### config.mk
export PLATFORM = sky130hd
export DESIGN_NAME = ts_bit_inserter
export DESIGN_NICKNAME = d
export VERILOG_FILES = /design/src/rtl/tsi_pkg.sv /design/src/rtl/tsi_cfg_shadow.sv /design/src/rtl/tsi_slot_match.sv /design/src/rtl/tsi_prio_merge.sv /design/src/rtl/ts_bit_inserter.sv
export SDC_FILE = /design/constraint.sdc
export NUM_CORES = 1
export LEC_CHECK = 0
export ABC_CLOCK_PERIOD_IN_PS = 8000
export BUFFER_PORTS_ARGS = -buffer_cell sky130_fd_sc_hd__buf_4
export CORE_UTILIZATION = 33
export CTS_BUF_LIST = sky130_fd_sc_hd__clkbuf_16
export DETAILED_ROUTE_END_ITERATION = 16
export PLACE_DENSITY_LB_ADDON = 0.08
export SKIP_LAST_GASP = 1
export SYNTH_ARGS = -nofsm -noshare
export SYNTH_HDL_FRONTEND = slang
export SYNTH_HIERARCHICAL = 1
export SYNTH_SLANG_ARGS = --single-unit
### constraint.sdc
create_clock -name clk -period 8 [get_ports clk]
set_input_delay 1.6 -clock clk [delete_from_list [all_inputs] [get_ports clk]]
set_output_delay 1.6 -clock clk [all_outputs]
set_load 0.02 [all_outputs]
### src/rtl/tsi_pkg.sv
// Package: shared widths and the per-inserter configuration record.
// Assumes a frame of up to 2**TS_W timeslots of SLOT_BITS bits each.
package tsi_pkg;
    localparam int TS_W      = 5;
    localparam int SLOT_BITS = 8;
    localparam int BIT_W     = $clog2(SLOT_BITS);

    typedef struct packed {
        logic                 en;
        logic                 even;
        logic                 odd;
        logic [TS_W-1:0]      ts;
        logic [SLOT_BITS-1:0] mask;
    } ins_cfg_t;
endpackage

### src/rtl/tsi_cfg_shadow.sv
// Holds the active configuration of one inserter.
// Loads the written configuration at a frame boundary. In the boundary
// cycle itself the incoming value is forwarded, so the first bit of the
// frame already uses it. Assumes load is asserted only on a frame's first bit.
module tsi_cfg_shadow
    import tsi_pkg::*;
(
    input  logic     clk,
    input  logic     rst_n,
    input  logic     load,
    input  ins_cfg_t cfg_in,
    output ins_cfg_t cfg_act
);
    ins_cfg_t shadow_q;

    // Capture the written configuration at each frame boundary.
    always_ff @(posedge clk) begin
        if (!rst_n)
            shadow_q <= '0;
        else if (load)
            shadow_q <= cfg_in;
    end

    // Forward the new value during the boundary cycle.
    always_comb cfg_act = load ? cfg_in : shadow_q;

    a_r8_hold_midframe: assert property (@(posedge clk) disable iff (!rst_n)
        !load |=> $stable(shadow_q));

    a_r8_load_at_boundary: assert property (@(posedge clk) disable iff (!rst_n)
        load |=> (shadow_q == $past(cfg_in)));
endmodule

### src/rtl/tsi_slot_match.sv
// Decides whether one inserter claims the current bit period.
// Assumes ts_idx and bit_pos describe the bit present when bit_en is high.
module tsi_slot_match
    import tsi_pkg::*;
(
    input  ins_cfg_t         cfg,
    input  logic             bit_en,
    input  logic             frm_odd,
    input  logic [TS_W-1:0]  ts_idx,
    input  logic [BIT_W-1:0] bit_pos,
    output logic             hit
);
    logic parity_ok;
    logic slot_ok;

    // Check that the frame parity is one the inserter selected.
    always_comb parity_ok = frm_odd ? cfg.odd : cfg.even;

    // Check the timeslot and the mask bit for this position.
    always_comb slot_ok = (ts_idx == cfg.ts) && cfg.mask[bit_pos];

    // Combine with the master enable and bit presence.
    always_comb hit = bit_en && cfg.en && parity_ok && slot_ok;
endmodule

### src/rtl/tsi_prio_merge.sv
// Resolves competing claims with fixed priority (lowest index wins).
// Steers the winner's link bit onto the output and raises its strobe.
// With no claim the frame bit passes through.
module tsi_prio_merge #(
    parameter int NINS = 3
) (
    input  logic            clk,
    input  logic            rst_n,
    input  logic [NINS-1:0] hits,
    input  logic [NINS-1:0] link_bit,
    input  logic            din,
    output logic            dout,
    output logic [NINS-1:0] req
);
    logic taken;
    logic sel_bit;

    // Walk inserters from index 0 upward and grant the first claim.
    always_comb begin
        req     = '0;
        taken   = 1'b0;
        sel_bit = 1'b0;
        for (int i = 0; i < NINS; i++) begin
            if (hits[i] && !taken) begin
                req[i]  = 1'b1;
                taken   = 1'b1;
                sel_bit = link_bit[i];
            end
        end
    end

    // Select the inserted bit or the frame bit.
    always_comb dout = taken ? sel_bit : din;

    a_r6_single_strobe: assert property (@(posedge clk) disable iff (!rst_n)
        $onehot0(req));

    a_r6_passthrough: assert property (@(posedge clk) disable iff (!rst_n)
        (req == '0) |-> (dout == din));

    for (genvar g = 0; g < NINS; g++) begin : g_chk
        a_r6_data_from_winner: assert property (@(posedge clk) disable iff (!rst_n)
            req[g] |-> (dout == link_bit[g]));
        a_r7_grant_needs_claim: assert property (@(posedge clk) disable iff (!rst_n)
            req[g] |-> hits[g]);
        if (g > 0) begin : g_lower
            a_r7_lower_wins: assert property (@(posedge clk) disable iff (!rst_n)
                req[g] |-> (hits[g-1:0] == '0));
        end
    end
endmodule

### src/rtl/ts_bit_inserter.sv
// Top level: merges up to NINS data-link bit streams into a TDM frame.
// Each inserter has a boundary-loaded configuration and a slot matcher.
// A priority merge picks the winner per bit. Assumes the framer counters
// are valid whenever bit_en is high and that frm_start marks bit 7 of
// timeslot 0.
module ts_bit_inserter
    import tsi_pkg::*;
#(
    parameter int NINS = 3
) (
    input  logic                      clk,
    input  logic                      rst_n,
    input  logic                      bit_en,
    input  logic                      frm_start,
    input  logic                      frm_odd,
    input  logic [TS_W-1:0]           ts_idx,
    input  logic [BIT_W-1:0]          bit_pos,
    input  logic                      din,
    input  logic [NINS-1:0]           cfg_enable,
    input  logic [NINS-1:0]           cfg_even,
    input  logic [NINS-1:0]           cfg_odd,
    input  logic [NINS*TS_W-1:0]      cfg_ts,
    input  logic [NINS*SLOT_BITS-1:0] cfg_mask,
    input  logic [NINS-1:0]           link_bit,
    output logic                      dout,
    output logic [NINS-1:0]           bit_req
);
    logic            boundary;
    logic [NINS-1:0] hits;

    // Recognise a frame boundary.
    always_comb boundary = bit_en && frm_start;

    for (genvar g = 0; g < NINS; g++) begin : g_ins
        ins_cfg_t cfg_wr;
        ins_cfg_t cfg_act;

        // Gather this inserter's fields from the flat configuration buses.
        always_comb begin
            cfg_wr.en   = cfg_enable[g];
            cfg_wr.even = cfg_even[g];
            cfg_wr.odd  = cfg_odd[g];
            cfg_wr.ts   = cfg_ts[g*TS_W +: TS_W];
            cfg_wr.mask = cfg_mask[g*SLOT_BITS +: SLOT_BITS];
        end

        tsi_cfg_shadow i_shadow (
            .clk     (clk),
            .rst_n   (rst_n),
            .load    (boundary),
            .cfg_in  (cfg_wr),
            .cfg_act (cfg_act)
        );

        tsi_slot_match i_match (
            .cfg     (cfg_act),
            .bit_en  (bit_en),
            .frm_odd (frm_odd),
            .ts_idx  (ts_idx),
            .bit_pos (bit_pos),
            .hit     (hits[g])
        );
    end

    tsi_prio_merge #(.NINS(NINS)) i_merge (
        .clk      (clk),
        .rst_n    (rst_n),
        .hits     (hits),
        .link_bit (link_bit),
        .din      (din),
        .dout     (dout),
        .req      (bit_req)
    );

    a_r6_strobe_in_bit_period: assert property (@(posedge clk) disable iff (!rst_n)
        (bit_req != '0) |-> bit_en);
endmodule

==> results of run 1 <==
cells in the mapped netlist, drive strengths merged:
cell / number
nor3b: 1
nor2: 1
xnor2: 15
and2: 50
mux4: 6
nor3: 3
a211oi: 1
mux2: 51
clkbuf: 3
mux2i: 4
buf: 7
nor2b: 2
nand4: 6
dfxtp: 48
power by group:
| group | switching (mW) | total, mW | internal, mW |
|---|---|---|---|
| registers | 0.00264 | 0.253 | 0.251 |
| logic | 0.0353 | 0.0996 | 0.0644 |
| clock network | 0.0879 | 0.234 | 0.146 |
worst max-delay path by stage:
stage	cells past startpoint	slack, ns	to	from
floorplan	9	2.63	dout	bit_en
global placement	10	1.95	dout	bit_en
detailed placement	10	1.94	dout	bit_en
CTS	10	1.95	dout	bit_en
global route	10	1.85	dout	bit_en
finish	10	2.01	dout	bit_en
worst max-delay path, cell delays in order:
cell      delay [ns]
buf_4           0.10
and2_2          0.51
buf_4           0.42
mux2_2          0.38
mux4_1          0.49
mux2i_1         0.15
nor3_1          0.10
nor3b_1         0.14
a211oi_1        0.29
buf_4           0.20
metal layers:
metal  vias to the layer above  GRT usage, %  share of wire, %
met5                         -             0                 0
met4                         0          4.76              0.54
met3                         2          3.23               5.1
met2                        41          23.1                46
met1                       784          18.1                48
li1                        821             -                 -
cells by family after synthesis:
kind of cell | after synthesis | synth area share [%]
xor+xnor | 15 | 5.25
mux | 61 | 35.4
simple gates | 63 | 16.2
flops | 48 | 38.4
buf+inv | 10 | 4.50
compound gates | 1 | 0.300
per-stage QoR:
| step | worst slack [ns] | power [mW] |
|---|---|---|
| after floorplan | 2.63 | 0.324 |
| after global placement | 1.95 | 0.360 |
| after detailed placement | 1.94 | 0.360 |
| after CTS | 1.95 | 0.597 |
| after global routing | 1.85 | 0.611 |
| final | 2.01 | 0.587 |
cell type report:
| type | count | area, um^2 |
|---|---|---|
| Multi-Input combinational cell | 140 | 1430 |
| Clock buffer | 5 | 125 |
| Tap cell | 99 | 124 |
| Sequential cell | 48 | 961 |
| Clock inverter | 3 | 38.8 |
| Timing Repair Buffer | 70 | 526 |
| Fill cell | 726 | 4090 |
==> flow_metrics.env, run 1 <==
export IMPL_outcome="complete, no violations"
export IMPL_critical_path_class="in -> out"
export IMPL_final_common_cell="buf_4"
export IMPL_grt_overflow_total=0
export IMPL_tightest_slew_ns=0.558
export IMPL_required_ns=6.40
export IMPL_cts_tree="yes"
export IMPL_slew_violations=0
export IMPL_yosys_top_cells_area="dfxtp_1 38%, mux2_4 18%, and2_1 11%, mux2_2 9.5%, mux4_1 6.3%"
export IMPL_dp_cells=357
export IMPL_grtUsageTotal_pct=14.0
export IMPL_layout_drive_gt1_share_pct=51.1
export IMPL_reg2regPathDepth=2
export IMPL_hpwl_um=3890
export IMPL_finalSetupViolCount=0
export IMPL_final_antenna_net_count=0
export IMPL_postCtsHoldBufs=0
export IMPL_fin_util_pct=43.9
export IMPL_cts_path_max_buffers=2
export IMPL_coreArea_um2=7290
export IMPL_port_buffers=68
export IMPL_ys_seq_area_share_pct=38.4
export IMPL_syn_nets=263
export IMPL_timing_fmax_mhz=167
export IMPL_layout_nets=330
export IMPL_tns_ns=0
export IMPL_rows=31
export IMPL_synthesis_area_um2=2500
export IMPL_cts_root_buf="clkbuf_16"
export IMPL_worstSkewPairLatency_ns=0.28
export IMPL_final_hold_violation_count=0
export IMPL_synth_top_area_share_pct=38.4
export IMPL_regMostFlops="g_ins.i_shadow/shadow_q"
export IMPL_cts_setup_buffers=0
export IMPL_cp_data_arrival_time_ns=4.39
export IMPL_ys_types=19
export IMPL_synth_cells=198
export IMPL_r2r_slack_ns=7.17
export IMPL_routabilityCongestion=0.688
export IMPL_grt_max_degree=49
export IMPL_worstHoldPathType="reg -> reg"
export IMPL_largest_reg_flops=48
export IMPL_grt_pass1_wl_um=8160
export IMPL_worst_clock_skew_ns=0
export IMPL_wl_per_cell_um=14.8
export IMPL_diodes=0
export IMPL_die_h_um=89.1
export IMPL_yosys_warnings=6
export IMPL_rsz0062_at_grt="no"
export IMPL_timing_rr_end="g_ins[0].i_shadow/shadow_q[12]$_SDFF_PN0_"
export IMPL_p_leak_nw=1.42
export IMPL_ios=69
export IMPL_hp_start="g_ins[1].i_shadow/shadow_q[3]$_SDFF_PN0_"
export IMPL_whs_path_depth=2
export IMPL_ir_drop_uv=68.3
export IMPL_vias_per_cell=4.52
export IMPL_cts_clk_slew_worst_paths_ns=0.06
export IMPL_critPathMaxFanout=19
export IMPL_fin_crit_sh_pct=74.8
export IMPL_drv_cap=0
export IMPL_start_util_pct=34.3
export IMPL_min_period_ns=5.99
export IMPL_maxSlewHeadroom_pct=62.8
export IMPL_area_growth_pct=28.0
export IMPL_start_kind="input port"
export IMPL_drtIter0Drc=28
export IMPL_cts_buffers=5
export IMPL_first_pass_iters=2
export IMPL_ys_ff_latch=48
export IMPL_die_area_um2=7940
export IMPL_antenna_found_initial=0
export IMPL_drc=0
export IMPL_reg_top3="g_ins.i_shadow/shadow_q: 48 flops"
export IMPL_grt_pass1_vias=1641
export IMPL_design_area_um2=3200
export IMPL_avgSynthCellArea_um2=12.6
export IMPL_crit_path_end_kind="output pin"
export IMPL_vias=1648
export IMPL_drt_total_wl_um=5410
export IMPL_whs_endpoint="g_ins[1].i_shadow/shadow_q[3]$_SDFF_PN0_"
export IMPL_layout_common_cells="70 x buf_4, 48 x dfxtp_1, 42 x and2_1, 30 x mux2_4, 21 x mux2_2"
export IMPL_holdWs_ns=0.573
export IMPL_worstReg2RegStart="g_ins[0].i_shadow/shadow_q[12]$_SDFF_PN0_"
export IMPL_chipWidth_um=89.1
export IMPL_cts_sinks=48
export IMPL_h_tree_depth=2
export IMPL_synth_largest_area_cell="dfxtp_1"
export IMPL_cts_resized=0
export IMPL_instances_no_fill=365
export IMPL_postPlaceCellArea_um2=3040
export IMPL_power_per_cell_area_nw_per_um2=183
(Power assumes the default switching activity.)
==> run 2, diff against run 1 <==
--- a/config.mk
+++ b/config.mk
@@ -5,7 +5,8 @@
 export SDC_FILE = /design/constraint.sdc
 export NUM_CORES = 1
 export LEC_CHECK = 0
-export ABC_CLOCK_PERIOD_IN_PS = 8000
+export ABC_AREA = 1
+export ABC_CLOCK_PERIOD_IN_PS = 5400
 export BUFFER_PORTS_ARGS = -buffer_cell sky130_fd_sc_hd__buf_4
 export CORE_UTILIZATION = 33
 export CTS_BUF_LIST = sky130_fd_sc_hd__clkbuf_16
==> constraint.sdc (replaced) <==
create_clock -name clk -period 5.4 [get_ports clk]
set_input_delay 1.08 -clock clk [delete_from_list [all_inputs] [get_ports clk]]
set_output_delay 1.08 -clock clk [all_outputs]
set_load 0.02 [all_outputs]
==> flow_metrics.env, run 2 <==
export IMPL_ys_ff_latch=48
export IMPL_layout_drive_gt1_share_pct=27.6
export IMPL_cts_tree="yes"
export IMPL_layout_common_cells="194 x inv_1, 165 x nand2_1, 69 x buf_4, 51 x nand2_2, 48 x dfxtp_1"
export IMPL_tns_ns=0
export IMPL_hpwl_um=5560
export IMPL_diodes=0
export IMPL_vias=3014
export IMPL_vias_per_cell=3.88
export IMPL_worstSkewPairLatency_ns=0.28
export IMPL_first_pass_iters=4
export IMPL_worstHoldPathType="reg -> reg"
export IMPL_port_buffers=68
export IMPL_synth_cells=580
export IMPL_critPathMaxFanout=35
export IMPL_h_tree_depth=2
export IMPL_outcome="complete, no violations"
export IMPL_yosysMostFrequentCell="inv_1"
export IMPL_drt_total_wl_um=7180
export IMPL_ir_drop_uv=110
export IMPL_cts_buffers=5
export IMPL_start_kind="input port"
export IMPL_wl_per_cell_um=9.25
export IMPL_area_growth_pct=19.6
export IMPL_cts_clk_slew_worst_paths_ns=0.06
export IMPL_synth_main_ff_cell="dfxtp_1"
export IMPL_min_period_ns=4.44
export IMPL_grtUsageTotal_pct=14.6
export IMPL_final_antenna_net_count=0
export IMPL_ios=69
export IMPL_coreArea_um2=9860
export IMPL_postCtsHoldBufs=0
export IMPL_cts_path_max_buffers=2
export IMPL_yosys_warnings=6
export IMPL_synth_top_area_share_pct=28.2
export IMPL_rsz0062_at_grt="no"
export IMPL_die_area_um2=10700
export IMPL_synthesis_area_um2=3400
export IMPL_grt_overflow_total=0
export IMPL_crit_path_end_kind="output pin"
export IMPL_cts_sinks=48
export IMPL_fin_crit_sh_pct=82.2
export IMPL_rows=36
export IMPL_slew_violations=0
export IMPL_cts_root_buf="clkbuf_16"
export IMPL_timing_fmax_mhz=225
export IMPL_drc=0
export IMPL_reg2regPathDepth=4
export IMPL_avgSynthCellArea_um2=5.87
export IMPL_grt_pass1_wl_um=12900
export IMPL_finalSetupViolCount=0
export IMPL_reg_top3="g_ins.i_shadow/shadow_q: 48 flops"
export IMPL_routabilityCongestion=0.778
export IMPL_yosys_top_cells_area="dfxtp_1 28%, inv_1 22%, nand2_1 18%, nand2_2 9.4%, nor2_2 6.1%"
export IMPL_fin_util_pct=41.2
export IMPL_async_reset_ff_share_pct=0
export IMPL_grt_pass1_vias=2924
export IMPL_syn_nets=645
export IMPL_required_ns=4.32
export IMPL_chipWidth_um=104
export IMPL_ys_types=16
export IMPL_p_leak_nw=2.55
export IMPL_drv_cap=0
export IMPL_cts_setup_buffers=0
export IMPL_synth_largest_area_cell="dfxtp_1"
export IMPL_cts_resized=0
export IMPL_worst_clock_skew_ns=0
export IMPL_die_h_um=104
export IMPL_final_common_cell="inv_1"
export IMPL_ys_seq_area_share_pct=28.2
export IMPL_maxSlewHeadroom_pct=51.2
export IMPL_antenna_found_initial=0
export IMPL_tightest_slew_ns=0.731
export IMPL_largest_reg_flops=48
export IMPL_synth_edf_count=0
export IMPL_whs_path_depth=4
export IMPL_drtIter0Drc=70
export IMPL_power_per_cell_area_nw_per_um2=223
export IMPL_critical_path_class="in -> out"
export IMPL_final_hold_violation_count=0
export IMPL_cp_data_arrival_time_ns=3.36
export IMPL_layout_nets=708
export IMPL_regMostFlops="g_ins.i_shadow/shadow_q"
export IMPL_synth_commonest_cells="195 x inv_1, 165 x nand2_1, 51 x nand2_2"
export IMPL_start_util_pct=34.5
export IMPL_grt_max_degree=36
## run 2: cell types whose count changed after synthesis, sizes merged, moves of 3 or more
cell and change:
clkbuf -3, mux2i -4, nand4 -6, nand3 +20, a21oi +9, mux2 -51
and2 -50, mux4 -6, inv +202, buf +6, nor2 +61, nand2 +225
xnor2 -15
## run 2: kinds of logic (layout without fill, tap and decap cells)
| logic type | after synthesis | count (layout) | share of synthesized area, % |
|---|---|---|---|
| and+or+nand+nor | 308 | 308 | 43.1 |
| buffers and inverters | 215 | 279 | 27.4 |
| DFF | 48 | 48 | 28.2 |
| AOI/OAI and AO/OA | 9 | 9 | 1.32 |
## run 2: final cells by class
type	count	area, um^2
clock buffers	5	125
flip-flops and latches	48	961
clock inverters	3	13.8
well taps	133	166
multi-input cells	317	1510
fillers	1097	5800
inverters	202	773
repair buffers	69	518
## run 2: report_power, final
part | switching, mW | leakage, nW | internal [mW]
Combinational | 0.130 | 2.08 | 0.0904
Sequential | 0.00542 | 0.396 | 0.378
Clock | 0.135 | 0.0710 | 0.169
Total | 0.270 | 2.55 | 0.637
## run 2: worst paths after layout
path | slack (ns) | to | from
worst min-delay path | 0.52 | g_ins[0].i_shadow/shadow_q[1]$_SDFF_PN0_ | g_ins[0].i_shadow/shadow_q[1]$_SDFF_PN0_
worst max register to register | 4.74 | g_ins[0].i_shadow/shadow_q[11]$_SDFF_PN0_ | g_ins[0].i_shadow/shadow_q[11]$_SDFF_PN0_
worst max-delay path | 0.96 | dout | bit_en
worst min register to register | 0.52 | g_ins[0].i_shadow/shadow_q[1]$_SDFF_PN0_ | g_ins[0].i_shadow/shadow_q[1]$_SDFF_PN0_
## run 2: stage by stage
| step | cells | power (mW) | worst slack [ns] | hold WS (ns) | cell area [um^2] |
|---|---|---|---|---|---|
| 6_report | 777 | 0.907 | 0.962 | 0.520 | 4070 |
| 5_1_grt | 777 | 0.972 | 0.641 | 0.551 | 4070 |
| 4_1_cts | 777 | 0.924 | 0.881 | 0.521 | 4070 |
| 3_5_place_dp | 769 | 0.616 | 0.880 | 0.510 | 3930 |
| 3_3_place_gp | 769 | 0.613 | 0.939 | 0.503 | 3930 |
| 2_1_floorplan | 580 | 0.554 | 1.65 | 0.492 | 3400 |
## run 2: layer usage
metal,global-route usage [%],routed length [um]
met4,4.76,95
met5,0,0
met1,17.5,3350
met2,26.6,3490
met3,2.20,249
## run 2: worst max-delay path: stages
cell and delay (ns):
buf_4 0.11, nand2_1 0.06, inv_2 0.53, inv_6 0.19, nand2_1 0.10, nand2_1 0.06, inv_1 0.05, nand2_1 0.04
a21oi_1 0.11, nand2_1 0.08, nor2_2 0.10, nand3_1 0.06, nor2_1 0.37, inv_2 0.06, nand3_2 0.06, nand2_1 0.04
inv_1 0.04, nand2_1 0.04, buf_4 0.15
==> run 3, diff against run 2 <==
--- a/config.mk
+++ b/config.mk
@@ -6,7 +6,7 @@
 export NUM_CORES = 1
 export LEC_CHECK = 0
 export ABC_AREA = 1
-export ABC_CLOCK_PERIOD_IN_PS = 5400
+export ABC_CLOCK_PERIOD_IN_PS = 4150
 export BUFFER_PORTS_ARGS = -buffer_cell sky130_fd_sc_hd__buf_4
 export CORE_UTILIZATION = 33
 export CTS_BUF_LIST = sky130_fd_sc_hd__clkbuf_16
==> constraint.sdc (replaced) <==
create_clock -name clk -period 4.15 [get_ports clk]
set_input_delay 0.83 -clock clk [delete_from_list [all_inputs] [get_ports clk]]
set_output_delay 0.83 -clock clk [all_outputs]
set_load 0.02 [all_outputs]
==> flow_metrics.env, run 3 (same netlist as run 2, synthesis figures left out) <==
export IMPL_tns_ns=0
export IMPL_rows=36
export IMPL_worst_clock_skew_ns=0
export IMPL_drv_cap=0
export IMPL_start_util_pct=34.5
export IMPL_maxSlewHeadroom_pct=51.3
export IMPL_critPathMaxFanout=21
export IMPL_p_leak_nw=2.55
export IMPL_cts_buffers=5
export IMPL_whs_path_depth=4
export IMPL_cts_root_buf="clkbuf_16"
export IMPL_chipWidth_um=104
export IMPL_min_period_ns=3.70
export IMPL_worstHoldPathType="reg -> reg"
export IMPL_critical_path_class="in -> out"
export IMPL_crit_path_end_kind="output pin"
export IMPL_grt_pass1_vias=2997
export IMPL_outcome="complete, no violations"
export IMPL_hpwl_um=5650
export IMPL_tightest_slew_ns=0.730
export IMPL_ios=69
export IMPL_regMostFlops="g_ins.i_shadow/shadow_q"
export IMPL_crit_family="buffers and inverters"
export IMPL_power_per_cell_area_nw_per_um2=287
export IMPL_cts_resized=0
export IMPL_rsz0062_at_grt="no"
export IMPL_grt_pass1_wl_um=13000
export IMPL_largest_reg_flops=48
export IMPL_vias_per_cell=3.94
export IMPL_final_hold_violation_count=0
export IMPL_layout_drive_gt1_share_pct=27.6
export IMPL_drt_total_wl_um=7240
export IMPL_final_common_cell="inv_1"
export IMPL_grtUsageTotal_pct=14.7
export IMPL_first_pass_iters=4
export IMPL_cts_tree="yes"
export IMPL_timing_rr_end="g_ins[1].i_shadow/shadow_q[7]$_SDFF_PN0_"
export IMPL_final_antenna_net_count=0
export IMPL_worstSkewPairLatency_ns=0.29
export IMPL_whs_endpoint="g_ins[2].i_shadow/shadow_q[10]$_SDFF_PN0_"
export IMPL_drc=0
export IMPL_holdWs_ns=0.525
export IMPL_slew_violations=0
export IMPL_required_ns=3.32
export IMPL_cts_setup_buffers=0
export IMPL_crit_slowest_cell="inv_2"
export IMPL_reg2regPathDepth=4
export IMPL_start_kind="input port"
export IMPL_layout_common_cells="194 x inv_1, 165 x nand2_1, 71 x buf_4, 51 x nand2_2, 48 x dfxtp_1"
export IMPL_routabilityCongestion=0.819
export IMPL_crit_buf_inv=6
export IMPL_grt_max_degree=22
export IMPL_fin_crit_sh_pct=89.2
export IMPL_path_cells="buf_4 -> nand2_1 -> inv_2 -> buf_4 -> nand2_1 -> nand2_2 -> inv_1 -> a21oi_1 -> nand2_1 -> nor2_2 -> nand3_1 -> nor2_1 -> inv_1 -> nand2_1 -> nand3_1 -> nand2_1 -> buf_4"
export IMPL_crit_top_cell="nand2_1"
export IMPL_drtIter0Drc=71
export IMPL_coreArea_um2=9860
export IMPL_antenna_found_initial=0
export IMPL_fillers=1133
export IMPL_layout_nets=710
export IMPL_die_h_um=104
export IMPL_area_growth_pct=19.8
export IMPL_cts_path_max_buffers=2
export IMPL_reg_top3="g_ins.i_shadow/shadow_q: 48 flops"
export IMPL_ir_drop_uv=169
export IMPL_cts_clk_slew_worst_paths_ns=0.06
export IMPL_grt_overflow_total=0
export IMPL_r2r_slack_ns=3.48
export IMPL_cp_data_arrival_time_ns=2.87
export IMPL_port_buffers=68
export IMPL_cts_sinks=48
export IMPL_postCtsHoldBufs=0
export IMPL_finalSetupViolCount=0
export IMPL_diodes=0
export IMPL_timing_fmax_mhz=270
export IMPL_wl_per_cell_um=9.30
export IMPL_h_tree_depth=2
export IMPL_vias=3064
export IMPL_cpPeakStageDelay_ns=0.38
export IMPL_worstReg2RegStart="g_ins[1].i_shadow/shadow_q[7]$_SDFF_PN0_"
export IMPL_hp_start="g_ins[2].i_shadow/shadow_q[10]$_SDFF_PN0_"
export IMPL_die_area_um2=10700
-- run 3: per-stage QoR --
step	instance area, um^2	total power, mW	setup slack (ns)	utilization, %	std cells
global placement	3940	0.799	0.500	40.0	771
floorplan	3400	0.721	0.898	-	580
detailed placement	3940	0.803	0.398	40.0	771
CTS	4080	1.19	0.396	41.3	778
finish	4080	1.17	0.448	41.3	778
global route	4080	1.25	0.167	41.3	778
-- run 3: worst max path at each step --
stage / end / slack (ns) / cells after the start / start
2_1_floorplan: bit_req[2] / 0.90 / 18 / bit_en
3_3_place_gp: dout / 0.50 / 20 / bit_en
3_5_place_dp: dout / 0.40 / 17 / bit_en
4_1_cts: dout / 0.40 / 17 / bit_en
5_1_grt: dout / 0.17 / 19 / bit_en
6_report: dout / 0.45 / 17 / bit_en
-- run 3: routing by layer --
layer	routed length, um	vias to the layer above	global-route usage (%)	part of all wire (%)
met5	0	-	0	0
met4	71	0	3.93	0.98
met3	226	8	2.27	3.1
met2	3480	46	26.2	48
met1	3460	1313	18.4	48
li1	-	1697	-	-
-- run 3: final cells by class --
class / count / area (um^2) / share of cell area [%]
Timing Repair Buffer: 71 / 533 / 13.1
Sequential cell: 48 / 961 / 23.6
Multi-Input combinational cell: 317 / 1510 / 37.0
Inverter: 202 / 773 / 19.0
Clock inverter: 2 / 7.51 / 0.184
Clock buffer: 5 / 125 / 3.07
Tap cell: 133 / 166 / 4.08
-- run 3: worst min-delay path, stage by stage (launching register included) --
cell and delay, ns:
dfxtp_1 0.30, inv_1 0.05, nand2_2 0.05, nand2_2 0.06, nor2_2 0.03
-- run 3: power breakdown --
group / internal (mW) / switching (mW) / total [mW]
clock network: 0.216 / 0.168 / 0.384
logic: 0.118 / 0.170 / 0.289
registers: 0.492 / 0.00693 / 0.499
